## config.mk

```make
export PLATFORM = sky130hd
export DESIGN_NAME = voice_ctl_i2c
export DESIGN_NICKNAME = d
export VERILOG_FILES = /design/src/rtl/voice_ctl_i2c.sv
export SDC_FILE = /design/constraint.sdc
export NUM_CORES = 1
export LEC_CHECK = 0
export ABC_AREA = 0
export BUFFER_PORTS_ARGS = -buffer_cell sky130_fd_sc_hd__buf_2
export CORE_ASPECT_RATIO = 0.6
export CORE_MARGIN = 1
export CORE_UTILIZATION = 42
export DETAILED_ROUTE_END_ITERATION = 10
export PLACE_DENSITY = 0.62
export SETUP_SLACK_MARGIN = 0.2
export SLEW_MARGIN = 10
export SYNTH_ARGS = -nofsm -noshare
export SYNTH_HDL_FRONTEND = slang
export SYNTH_SLANG_ARGS = --single-unit
export TNS_END_PERCENT = 5
```

## constraint.sdc

```tcl
create_clock -name clk -period 3.3 [get_ports clk]
set_clock_uncertainty 0.2 [all_clocks]
set_input_delay 0.165 -clock clk [delete_from_list [all_inputs] [get_ports clk]]
set_output_delay 0.165 -clock clk [all_outputs]
set_load 0.02 [all_outputs]
```

## src/rtl/voice_ctl_i2c.sv

```systemverilog
module voice_ctl_i2c #(
  parameter logic [5:0] ADDR_HI   = 6'b100000,
  parameter logic [7:0] NOISE_DEF = 8'h1F
) (
  input  logic        clk,
  input  logic        rst_n,
  input  logic        addr_sel,
  input  logic        scl_in,
  input  logic        sda_in,
  output logic        sda_pull,
  output logic        dsp_bypass,
  output logic        eq_mode,
  output logic [1:0]  enh_level,
  output logic [19:0] band_gain,
  output logic [7:0]  noise_thr
);

  localparam logic [4:0] ZERO_DB = 5'd12;
  localparam logic [4:0] MAX_CODE = 5'd24;

  typedef enum logic [2:0] {S_IDLE, S_ADDR, S_WR, S_RD, S_SKIP} st_t;

  function automatic logic maj3(input logic [2:0] v);
    return (v[0] & v[1]) | (v[1] & v[2]) | (v[0] & v[2]);
  endfunction

  function automatic logic [19:0] preset(input logic [2:0] idx);
    case (idx)
      3'd1:    return {5'd11, 5'd13, 5'd13, 5'd9};
      3'd2:    return {5'd9,  5'd12, 5'd12, 5'd9};
      3'd3:    return {5'd12, 5'd12, 5'd12, 5'd7};
      3'd4:    return {5'd11, 5'd12, 5'd12, 5'd7};
      default: return {4{ZERO_DB}};
    endcase
  endfunction

  logic [2:0] scl_sh, sda_sh;
  logic       scl_f, sda_f, scl_p, sda_p;

  always_ff @(posedge clk) begin
    if (!rst_n) begin
      scl_sh <= 3'b111; sda_sh <= 3'b111;
      scl_f  <= 1'b1;   sda_f  <= 1'b1;
      scl_p  <= 1'b1;   sda_p  <= 1'b1;
    end else begin
      scl_sh <= {scl_sh[1:0], scl_in};
      sda_sh <= {sda_sh[1:0], sda_in};
      scl_f  <= maj3(scl_sh);
      sda_f  <= maj3(sda_sh);
      scl_p  <= scl_f;
      sda_p  <= sda_f;
    end
  end

  wire scl_rise  = scl_f & ~scl_p;
  wire scl_fall  = ~scl_f & scl_p;
  wire start_det = scl_f & scl_p & sda_p & ~sda_f;
  wire stop_det  = scl_f & scl_p & ~sda_p & sda_f;

  st_t        st;
  logic [3:0] cnt;
  logic [7:0] sh, cmd_q, tx;
  logic [1:0] bidx;
  logic [2:0] rsel;
  logic [3:0][4:0] gains;
  logic [7:0] rd_byte;

  wire addr_hit = (sh[7:1] == {ADDR_HI, addr_sel});
  wire edge_ok  = ~start_det & ~stop_det;
  wire exec_wr  = edge_ok & scl_fall & (st == S_WR) & (cnt == 4'd8);

  always_comb begin
    rd_byte = {4'b0000, enh_level, eq_mode, dsp_bypass};
    if (rsel >= 3'd2 && rsel <= 3'd5)
      rd_byte = 8'd24 - {3'b000, gains[2'(rsel - 3'd2)]};
  end

  always_ff @(posedge clk) begin
    if (!rst_n) begin
      st <= S_IDLE; cnt <= '0; sh <= '0; tx <= '0; bidx <= '0; sda_pull <= 1'b0;
    end else if (start_det) begin
      st <= S_ADDR; cnt <= '0; bidx <= '0; sda_pull <= 1'b0;
    end else if (stop_det) begin
      st <= S_IDLE; sda_pull <= 1'b0;
    end else if (scl_rise) begin
      if (st == S_ADDR || st == S_WR) begin
        if (cnt < 4'd8) sh <= {sh[6:0], sda_f};
        if (cnt < 4'd9) cnt <= cnt + 4'd1;
      end else if (st == S_RD && cnt < 4'd9) begin
        cnt <= cnt + 4'd1;
      end
    end else if (scl_fall) begin
      case (st)
        S_ADDR: begin
          if (cnt == 4'd8) begin
            if (addr_hit) sda_pull <= 1'b1;
            else          st <= S_SKIP;
          end else if (cnt == 4'd9) begin
            cnt <= '0;
            if (sh[0]) begin
              st <= S_RD; tx <= rd_byte; sda_pull <= ~rd_byte[7];
            end else begin
              st <= S_WR; bidx <= 2'd1; sda_pull <= 1'b0;
            end
          end
        end
        S_WR: begin
          if (cnt == 4'd8) sda_pull <= 1'b1;
          else if (cnt == 4'd9) begin
            sda_pull <= 1'b0; cnt <= '0;
            if (bidx != 2'd3) bidx <= bidx + 2'd1;
          end
        end
        S_RD: begin
          if (cnt >= 4'd1 && cnt <= 4'd7) sda_pull <= ~tx[3'(4'd7 - cnt)];
          else if (cnt == 4'd8)           sda_pull <= 1'b0;
          else if (cnt == 4'd9)           st <= S_SKIP;
        end
        default: ;
      endcase
    end
  end

  always_ff @(posedge clk) begin
    if (!rst_n) begin
      dsp_bypass <= 1'b1; eq_mode <= 1'b0; enh_level <= 2'b01;
      gains <= {4{ZERO_DB}}; noise_thr <= NOISE_DEF; rsel <= 3'd1; cmd_q <= '0;
    end else if (exec_wr) begin
      if (bidx == 2'd1) begin
        cmd_q <= sh;
        case (sh)
          8'h01: dsp_bypass <= 1'b1;
          8'h02: begin dsp_bypass <= 1'b0; eq_mode <= 1'b0; end
          8'h03: begin dsp_bypass <= 1'b0; eq_mode <= 1'b1; end
          8'h04, 8'h05, 8'h06, 8'h07, 8'h08: begin
            dsp_bypass <= 1'b0; eq_mode <= 1'b1; gains <= preset(3'(sh - 8'h04));
          end
          default: ;
        endcase
      end else if (bidx == 2'd2) begin
        case (cmd_q)
          8'h09: if (sh <= 8'h02) enh_level <= sh[1:0];
          8'h0A: if (sh[7:5] <= 3'd3 && sh[4:0] <= MAX_CODE) gains[sh[6:5]] <= sh[4:0];
          8'h0D: noise_thr <= sh;
          8'h0E: if (sh >= 8'h01 && sh <= 8'h05) rsel <= sh[2:0];
          default: ;
        endcase
      end
    end
  end

  assign band_gain = gains;


  pull_idle_chk: assert property (@(posedge clk) disable iff (!rst_n)
    (st == S_IDLE || st == S_SKIP) |-> !sda_pull);


  start_addr_chk: assert property (@(posedge clk) disable iff (!rst_n)
    start_det |=> (st == S_ADDR && !sda_pull && cnt == 4'd0));


  level_range_chk: assert property (@(posedge clk) disable iff (!rst_n)
    enh_level != 2'b11);


  gain_range_chk: assert property (@(posedge clk) disable iff (!rst_n)
    band_gain[4:0] <= MAX_CODE && band_gain[9:5] <= MAX_CODE &&
    band_gain[14:10] <= MAX_CODE && band_gain[19:15] <= MAX_CODE);


  ack_wr_chk: assert property (@(posedge clk) disable iff (!rst_n)
    exec_wr |=> sda_pull);


  filt_scl_chk: assert property (@(posedge clk) disable iff (!rst_n)
    scl_rise |-> $past(scl_sh[1]) && $past(scl_sh[0]) || $past(scl_sh[2]));

endmodule

```

==> results of run 1 <==
## kinds of logic (layout without fill, tap and decap cells)
logic type                 count (synthesis)  in the layout  share of synthesized area (%)
buffers and inverters                     46             78                           4.60
DFF                                       77             77                           37.6
adders and majority gates                 10             10                           3.05
muxes                                     39             39                           11.3
AOI/OAI and AO/OA                         88             88                           17.0
and+or+nand+nor                          186            186                           24.3
xor gates and xnor gates                  10             10                           2.13
## registers in the layout, indices dropped and copies added (netlist names), 2 cells and up
register and count:
band_gain 20, bidx 2, cmd_q 8, cnt 4
enh_level 2, noise_thr 8, rsel 3, scl_sh 3
sda_sh 3, sh 8, st 3, tx 6
## layout make-up
cell class / instances / area (um2) / share of cell area (%)
Sequential cell: 77 / 1540 / 32.7
Timing Repair Buffer: 46 / 258 / 5.47
Tap cell: 130 / 163 / 3.45
Clock inverter: 4 / 55.1 / 1.17
Inverter: 16 / 60.1 / 1.27
Clock buffer: 12 / 256 / 5.44
Multi-Input combinational cell: 333 / 2380 / 50.5
## synth_stat cells (all sizes together), types with 6 or more instances
library cell  count
dfxtp            77
nand2            48
nor2             45
mux2i            33
o21ai            24
clkbuf           22
nand2b           16
nand3            16
inv              15
a21oi            10
ha               10
o22ai             9
buf               8
nor3              8
nand4             7
nor2b             7
a41oi             6
mux4              6
nor4              6
xnor2             6
## cell usage in the layout (no fill, tap or decap), types with 9 or more instances in the layout
cell type	instances
nand3_1	16
nand2b_1	16
inv_1	15
o21ai_0	24
clkbuf_16	9
buf_2	37
nand2_1	48
o22ai_1	9
ha_1	10
dfxtp_1	77
nor2_1	45
mux2i_1	33
a21oi_1	10
## worst max-delay path, cell delays in order (launching register included)
cell and delay [ns]:
dfxtp_1 0.62, or4b_4 0.55, a21o_4 0.28, a2111oi_4 0.75
nand3_1 0.18, o31a_1 0.14
## metrics by stage
step	total power [W]	utilization (%)
final	0.00200	50.6
after global routing	0.00206	50.6
after CTS	0.00202	50.6
after detailed placement	0.000993	47.0
after global placement	0.000993	47.0
after floorplan	0.000982	-
## what timing repair did
action,in CTS,in global routing
hold buffers,2,0
setup endpoints to repair,0,0
endpoints found under the hold margin,2,0
## worst min-delay path by stage
stage,from,to,slack [ns]
after floorplan,scl_in,scl_sh[0],0.07
after global placement,sda_in,sda_sh[0],0.15
after detailed placement,scl_in,scl_sh[0],0.15
after CTS,rst_n,noise_thr[3],0.02
after global routing,rst_n,noise_thr[2],0.04
final,rst_n,noise_thr[3],0.03
## report_power, final
group	switching, W	leakage (nW)	total (W)	internal [W]
clock	0.000392	0.149	0.00102	0.000631
combinational	0.0000268	0.971	0.0000383	0.0000115
sequential	0.00000324	0.622	0.000937	0.000933
## routing by layer
metal / vias up / global-route usage (%) / part of all wire, %
li1: 1710 / - / -
met1: 1698 / 35.5 / 52
met2: 128 / 28.9 / 38
met3: 12 / 6.88 / 9.0
met4: 0 / 7.09 / 1.4
met5: - / 0 / 0
==> impl_metrics.toml, run 1 <==
[route]
finalWirelength_mm = 10.9
ant_nets = 0
routedWlPerCell_um = 17.7
vias_per_cell = 5.74
drtPass1Iterations = 5
routed-via-count = 3548
first_iter_violations = 328
drcViolationCount = 0

[finish]
final-instance-count-excl-fill = 618
nNetsFinal = 498
fill_cells = 886
area_growth_pct = 14.8
num_antenna_cells = 0
fin_area_um2 = 4710
final_layout_size_suffix_gt1_share_pct = 17.4

[global_route]
antenna_found_initial = 0
grt_usage_pct = 22.9
grt_pass1_wl_mm = 17.3
grt_pass1_vias = 3096
grt_max_degree = 38
overflow = 0

[place]
place_congestion = 0.897
placement.setup.worst_slack_ns = 0.532
dp_hpwl_mm = 7.94
portBuffers = 37
placed_cells = 600
dpl_cell_area_um2 = 4380

[sta]
relSlewSlack_pct = 50.0
post-route-period-util_pct = 86.0
setup-tns-final_ns = 0
rsz0062_at_grt = "no"
max_freq_mhz = 353
hold_viol = 0
slew_violations = 0
fin_ws_ns = 0.464
worstMarginPinSlew_ns = 0.750
setup_viol = 0
whs_ns = 0.0332
finalCriticalPeriod_ns = 2.84

[critical_path]
crit_required_ns = 3.34
r2r_cells = 5
arrival_ns = 2.87
startpoint_type = "flip-flop"
reg2reg_setup_slack_ns = 0.46
r2r-start = "sh[3]"
reg2reg_to = "band_gain[3]"
worstPathMaxFanout = 13
cp-startpoint = "sh[3]"
endpoint = "band_gain[3]"
endpoint_kind = "flip-flop"
path_class = "reg -> reg"

[clock_tree]
h-tree-depth = 3
cts_sinks = 77
path_clk_slew_ns = 0.06
insertion_delay_ns = 0.34
root_buffer = "clkbuf_16"
cts_resized = 0
cts_buffer_depth = 2
numCtsBuffers = 9
postCtsSetupRepairBufs = 0
cts_tree = "done"

[synth]
syn_nets = 471
ys_seq_area_share_pct = 37.6
syn_avg_cell_area_um2 = 9.00
synth.cell_area_um2 = 4100
synth_edf_count = 0
yosys_warnings = 0
synth_cell_types = 67
synth_top_cell_by_area = "dfxtp_1"
async_flop_share_pct = 0
yosys-top-cells-area = "dfxtp_1 (38%), mux2i_1 (8.0%), nand2_1 (4.4%)"
synth_top_area_share_pct = 37.6
synth_seq_cells = 77
syn_inst = 456
synth_flop_cell = "dfxtp_1"

[pwr]
cellPowerDensity_nw_per_um2 = 424
leakage_nw = 1.74
ir_worst_vdd_v = 0.000259

[floorplan]
die_x_um = 130
pin_count = 38
dieArea_um2 = 10200
num_rows = 27
die_y_um = 78.6
initial_core_util_pct = 44.0
coreArea_um2 = 9320

[run]
maxCapViolCount = 0

[worst_hold_path]
min_path_type = "in -> reg"
hold_depth = 2

[outcome]
status = "finished clean"
Note: power is estimated with default switching activity, not from simulation.
==> run 2: changes to the inputs <==
--- a/config.mk
+++ b/config.mk
@@ -5,7 +5,7 @@
 export SDC_FILE = /design/constraint.sdc
 export NUM_CORES = 1
 export LEC_CHECK = 0
-export ABC_AREA = 0
+export ABC_AREA = 1
 export BUFFER_PORTS_ARGS = -buffer_cell sky130_fd_sc_hd__buf_2
 export CORE_ASPECT_RATIO = 0.6
 export CORE_MARGIN = 1
==> run 2 against run 1 <==
  * Sequential share of layout area up 0.087 points
  * Largest power group unchanged
  * Combinational power up 14%
  * Sequential power about the same
  * Non-clock buffer count down 4
  * First-iteration DRC count up 11%
==> impl_metrics.toml, run 2 <==
[synth]
synth_cell_types = 36
synth_top_cell_by_area = "dfxtp_1"
yosys_warnings = 0
synth_common_cells = "nand2_1 (139), dfxtp_1 (77), inv_1 (73), nor2_1 (71), a21oi_1 (46)"
synth_edf_count = 0
syn_inst = 586
synth_most_common_cell = "nand2_1"
ys_seq_area_share_pct = 37.7
yosys-top-cells-area = "dfxtp_1 (38%), nand2_1 (13%), inv_1 (6.7%)"
syn_avg_cell_area_um2 = 6.98
syn_nets = 601
synth_top_area_share_pct = 37.7
async_flop_share_pct = 0
synth_seq_cells = 77
synth_flop_cell = "dfxtp_1"
synth.cell_area_um2 = 4090

[worst_hold_path]
min_path_type = "in -> reg"

[route]
ant_nets = 0
routedWlPerCell_um = 14.3
drcViolationCount = 0
vias_per_cell = 5.17
first_iter_violations = 363
finalWirelength_mm = 10.9
drtPass1Iterations = 5
routed-via-count = 3910

[finish]
final-instance-count-excl-fill = 757
area_growth_pct = 15.0
nNetsFinal = 637
mostFrequentLayoutCells = "nand2_1 (139), dfxtp_1 (77), inv_1 (73)"
largest-register = "band_gain"
multiInputGateArea_um2 = 2180
fill_cells = 936
regArea_um2 = 1540
final_common_cell = "nand2_1"
num_antenna_cells = 0
final_layout_size_suffix_gt1_share_pct = 14.8
largest_register_ffs = 20

[floorplan]
die_y_um = 78.4
pin_count = 38
coreArea_um2 = 9320
initial_core_util_pct = 43.8
num_rows = 27
die_x_um = 129
dieArea_um2 = 10100

[sta]
finalCriticalPeriod_ns = 2.42
fin_ws_ns = 0.882
setup-tns-final_ns = 0
hold_viol = 0
slew_violations = 0
post-route-period-util_pct = 73.3
worstMarginPinSlew_ns = 0.821
rsz0062_at_grt = "no"
max_freq_mhz = 414
setup_viol = 0
relSlewSlack_pct = 44.8

[run]
maxCapViolCount = 0

[global_route]
overflow = 0
antenna_found_initial = 0
grt_pass1_wl_mm = 17.6
grt_max_degree = 48
grt_pass1_vias = 3447
grt_usage_pct = 23.0

[critical_path]
endpoint_kind = "flip-flop"
r2r_cells = 5
endpoint = "band_gain[4]"
worstPathMaxFanout = 14
r2r-start = "bidx[0]"
path_class = "reg -> reg"
cp-startpoint = "bidx[0]"
reg2reg_to = "band_gain[4]"
startpoint_type = "flip-flop"
crit_required_ns = 3.37
arrival_ns = 2.48
reg2reg_setup_slack_ns = 0.88

[pwr]
ir_worst_vdd_v = 0.000258
cellPowerDensity_nw_per_um2 = 428
finalPower_w = 0.00201
leakage_nw = 2.11

[clock_tree]
cts_tree = "done"
path_clk_slew_ns = 0.06
insertion_delay_ns = 0.34
cts_resized = 0
postCtsSetupRepairBufs = 0
holdBufCountCts = 2
h-tree-depth = 3
root_buffer = "clkbuf_16"
cts_buffer_depth = 2
numCtsBuffers = 9
cts_sinks = 77

[place]
portBuffers = 37
place_congestion = 0.933
placed_cells = 739
placement.setup.worst_slack_ns = 0.911
dp_hpwl_mm = 8.16

[outcome]
status = "finished clean"
[run 2: cell count changes after synthesis, moves of 9 or more]
cell	previous run	this run
nor2_1	45	71
mux2i_1	33	0
inv_1	15	73
o22ai_1	9	0
o211ai_1	1	12
a21oi_1	10	46
o21ai_0	24	43
nand2b_1	16	0
clkbuf_1	22	9
nand2_1	48	139
nand3_1	16	26
[run 2: cell families after synthesis]
logic type | count (synthesis) | synth area share [%]
compound gates | 116 | 16.1
xor+xnor | 2 | 0.429
fa+ha+maj | 10 | 3.06
buf+inv | 92 | 9.06
flops | 77 | 37.7
simple gates | 289 | 33.6
[run 2: power by group]
part / internal (W) / switching (W) / total [W] / leakage (nW)
registers: 0.000934 / 0.00000190 / 0.000935 / 0.622
logic: 0.0000139 / 0.0000299 / 0.0000437 / 1.34
clock network: 0.000631 / 0.000400 / 0.00103 / 0.149
[run 2: critical path, stage by stage (launching register included)]
cell	delay, ns
dfxtp_1	0.38
ha_1	0.59
inv_1	0.27
a21oi_1	0.50
nand4_1	0.22
a21oi_1	0.18
[run 2: cell type report]
class / instances / share of cell area (%)
multi-input cells: 417 / 46.3
flip-flops and latches: 77 / 32.8
inverters: 75 / 5.99
clock buffers: 12 / 5.46
repair buffers: 42 / 4.84
well taps: 130 / 3.46
clock inverters: 4 / 1.17
[run 2: how the worst min path moves through the flow]
stage / start / cells after the start / endpoint
4_1_cts: rst_n / 4 / tx[0]
2_1_floorplan: scl_in / 1 / scl_sh[0]
6_report: rst_n / 4 / tx[0]
3_5_place_dp: sda_in / 2 / sda_sh[0]
3_3_place_gp: scl_in / 2 / scl_sh[0]
5_1_grt: rst_n / 4 / band_gain[6]
[run 2: layer usage]
| layer | part of all wire (%) | vias to the layer above | track usage [%] |
|---|---|---|---|
| met2 | 36 | 148 | 29.1 |
| met1 | 53 | 1765 | 35.7 |
| met4 | 1.0 | 0 | 6.59 |
| met5 | 0 | - | 0 |
| met3 | 9.9 | 12 | 7.23 |
| li1 | - | 1985 | - |
[run 2: metrics by stage]
step | hold slack [ns] | utilization, % | instance area [um2]
finish | 0.119 | 50.4 | 4700
global route | 0.145 | 50.4 | 4700
CTS | 0.110 | 50.4 | 4700
detailed placement | 0.155 | 46.9 | 4370
global placement | 0.153 | 46.9 | 4370
floorplan | 0.0716 | - | 4090
==> run 3: changes to the inputs <==
--- a/config.mk
+++ b/config.mk
@@ -11,7 +11,7 @@
 export CORE_MARGIN = 1
 export CORE_UTILIZATION = 42
 export DETAILED_ROUTE_END_ITERATION = 10
-export PLACE_DENSITY = 0.62
+export PLACE_DENSITY = 0.64
 export SETUP_SLACK_MARGIN = 0.2
 export SLEW_MARGIN = 10
 export SYNTH_ARGS = -nofsm -noshare
==> constraint.sdc (replaced) <==
create_clock -name clk -period 2.1 [get_ports clk]
set_clock_uncertainty 0.2 [all_clocks]
set_input_delay 0.105 -clock clk [delete_from_list [all_inputs] [get_ports clk]]
set_output_delay 0.105 -clock clk [all_outputs]
set_load 0.02 [all_outputs]
==> run 3 against run 2 <==
  * Die area unchanged
  * Worst hold slack got worse by 0.083 ns
  * Clock power rose by 64%
  * Critical path depth increased by 3
  * Clock-buffer cell count fell by 2
  * Non-clock buffer count up 31
  * Critical path type unchanged
  * Flip-flop and latch count is the same
==> impl_metrics.toml, run 3 (synthesis results as in run 2) <==
[outcome]
status = "finished clean"

[critical_path]
endpoint = "cnt[2]"
r2r-start = "scl_p"
endpoint_kind = "flip-flop"
startpoint_type = "flip-flop"
reg2reg_setup_slack_ns = 0.19
path_class = "reg -> reg"
arrival_ns = 1.94
worstPathMaxFanout = 4
crit_required_ns = 2.12
reg2reg_to = "cnt[2]"
r2r_cells = 8
cp-startpoint = "scl_p"

[clock_tree]
cts_sinks = 77
root_buffer = "clkbuf_16"
h-tree-depth = 3
numCtsBuffers = 9
insertion_delay_ns = 0.34
cts_tree = "done"
cts_buffer_depth = 2
path_clk_slew_ns = 0.06

[place]
dpl_cell_area_um2 = 4530
dp_hpwl_mm = 8.53
place_congestion = 0.944
portBuffers = 37

[global_route]
antenna_found_initial = 0
grt_usage_pct = 23.5
grt_pass1_vias = 3523
grt_max_degree = 48
grt_pass1_wl_mm = 18.0
overflow = 0

[route]
first_iter_violations = 376
drtPass1Iterations = 4
routed-via-count = 4039
finalWirelength_mm = 11.2
vias_per_cell = 5.13
ant_nets = 0
routedWlPerCell_um = 14.2
drcViolationCount = 0

[finish]
fin_area_um2 = 5110
largest_register_ffs = 20
final_layout_size_suffix_gt1_share_pct = 24.7
final_common_cell = "nand2_1"
nNetsFinal = 668
mostFrequentLayoutCells = "nand2_1 (131), inv_1 (68), dfxtp_1 (68)"
area_growth_pct = 24.9
largest-register = "band_gain"
num_antenna_cells = 0
fill_cells = 928

[pwr]
ir_worst_vdd_v = 0.000344
cellPowerDensity_nw_per_um2 = 633
leakage_nw = 2.29

[sta]
relSlewSlack_pct = 66.2
slew_violations = 0
finalCriticalPeriod_ns = 1.91
setup-tns-final_ns = 0
hold_viol = 0
rsz0062_at_grt = "yes"
max_freq_mhz = 523
post-route-period-util_pct = 91.0
setup_viol = 0
worstMarginPinSlew_ns = 0.507

[worst_hold_path]
worstHoldStart = "rst_n"
min_path_type = "in -> reg"

[floorplan]
die_y_um = 78.4
initial_core_util_pct = 43.8
die_x_um = 129
num_rows = 27
coreArea_um2 = 9320
dieArea_um2 = 10100
pin_count = 38

[run]
maxCapViolCount = 0
[run 3: metal layers]
layer  wire, um  vias to the layer above  GRT usage (%)
li1           -                     2046              -
met1       5950                     1856           36.0
met2       4200                      129           30.7
met3        958                        8           7.02
met4         93                        0           6.47
met5          0                        -              0
[run 3: final cells by class]
type | count | area (um2) | share of cell area (%)
clock inverter | 5 | 83.8 | 1.64
multi-input combinational | 417 | 2300 | 45.1
timing repair buffer | 73 | 473 | 9.26
clock buffer | 10 | 239 | 4.68
inverter | 75 | 284 | 5.56
sequential | 77 | 1560 | 30.6
tap | 130 | 163 | 3.19
[run 3: worst min-delay path by stage]
stage                 to  slack [ns]  cells past startpoint
2_1_floorplan  scl_sh[0]        0.01                      1
3_3_place_gp   scl_sh[0]        0.09                      2
6_report          cnt[0]        0.04                      5
3_5_place_dp   scl_sh[0]        0.09                      2
5_1_grt           cnt[0]        0.06                      5
4_1_cts           cnt[0]        0.03                      5
[run 3: metrics by stage]
step           instances  hold slack (ns)  worst slack [ns]  utilization [%]  power, W
2_1_floorplan        586           0.0116             0.212                -   0.00155
3_3_place_gp         759           0.0947             0.145             48.6   0.00157
3_5_place_dp         759           0.0944            0.0898             48.6   0.00157
4_1_cts              778           0.0274             0.150             52.5   0.00325
5_1_grt              787           0.0585            0.0859             54.8   0.00333
6_report             787           0.0364             0.188             54.8   0.00323
[run 3: timing repair]
item | CTS | global route
setup buffers | 2 | 9
hold endpoints to repair | 2 | 0
gates resized for setup | 2 | 60
endpoints found under the setup margin | 43 | 66
pin swaps | 2 | 18
hold buffers | 2 | 0
[run 3: power by group]
part	switching (W)	total [W]	internal, W
Clock	0.000619	0.00169	0.00107
Combinational	0.0000511	0.0000776	0.0000265
Sequential	0.00000376	0.00147	0.00146
Total	0.000674	0.00323	0.00256
[run 3: worst max-delay path: stages (launching register included)]
cell     delay (ns)
dfxtp_4        0.36
buf_4          0.14
ha_4           0.20
nor2_1         0.24
nand2_1        0.14
a21oi_2        0.19
inv_1          0.08
o21ai_1        0.18
nor2_1         0.08
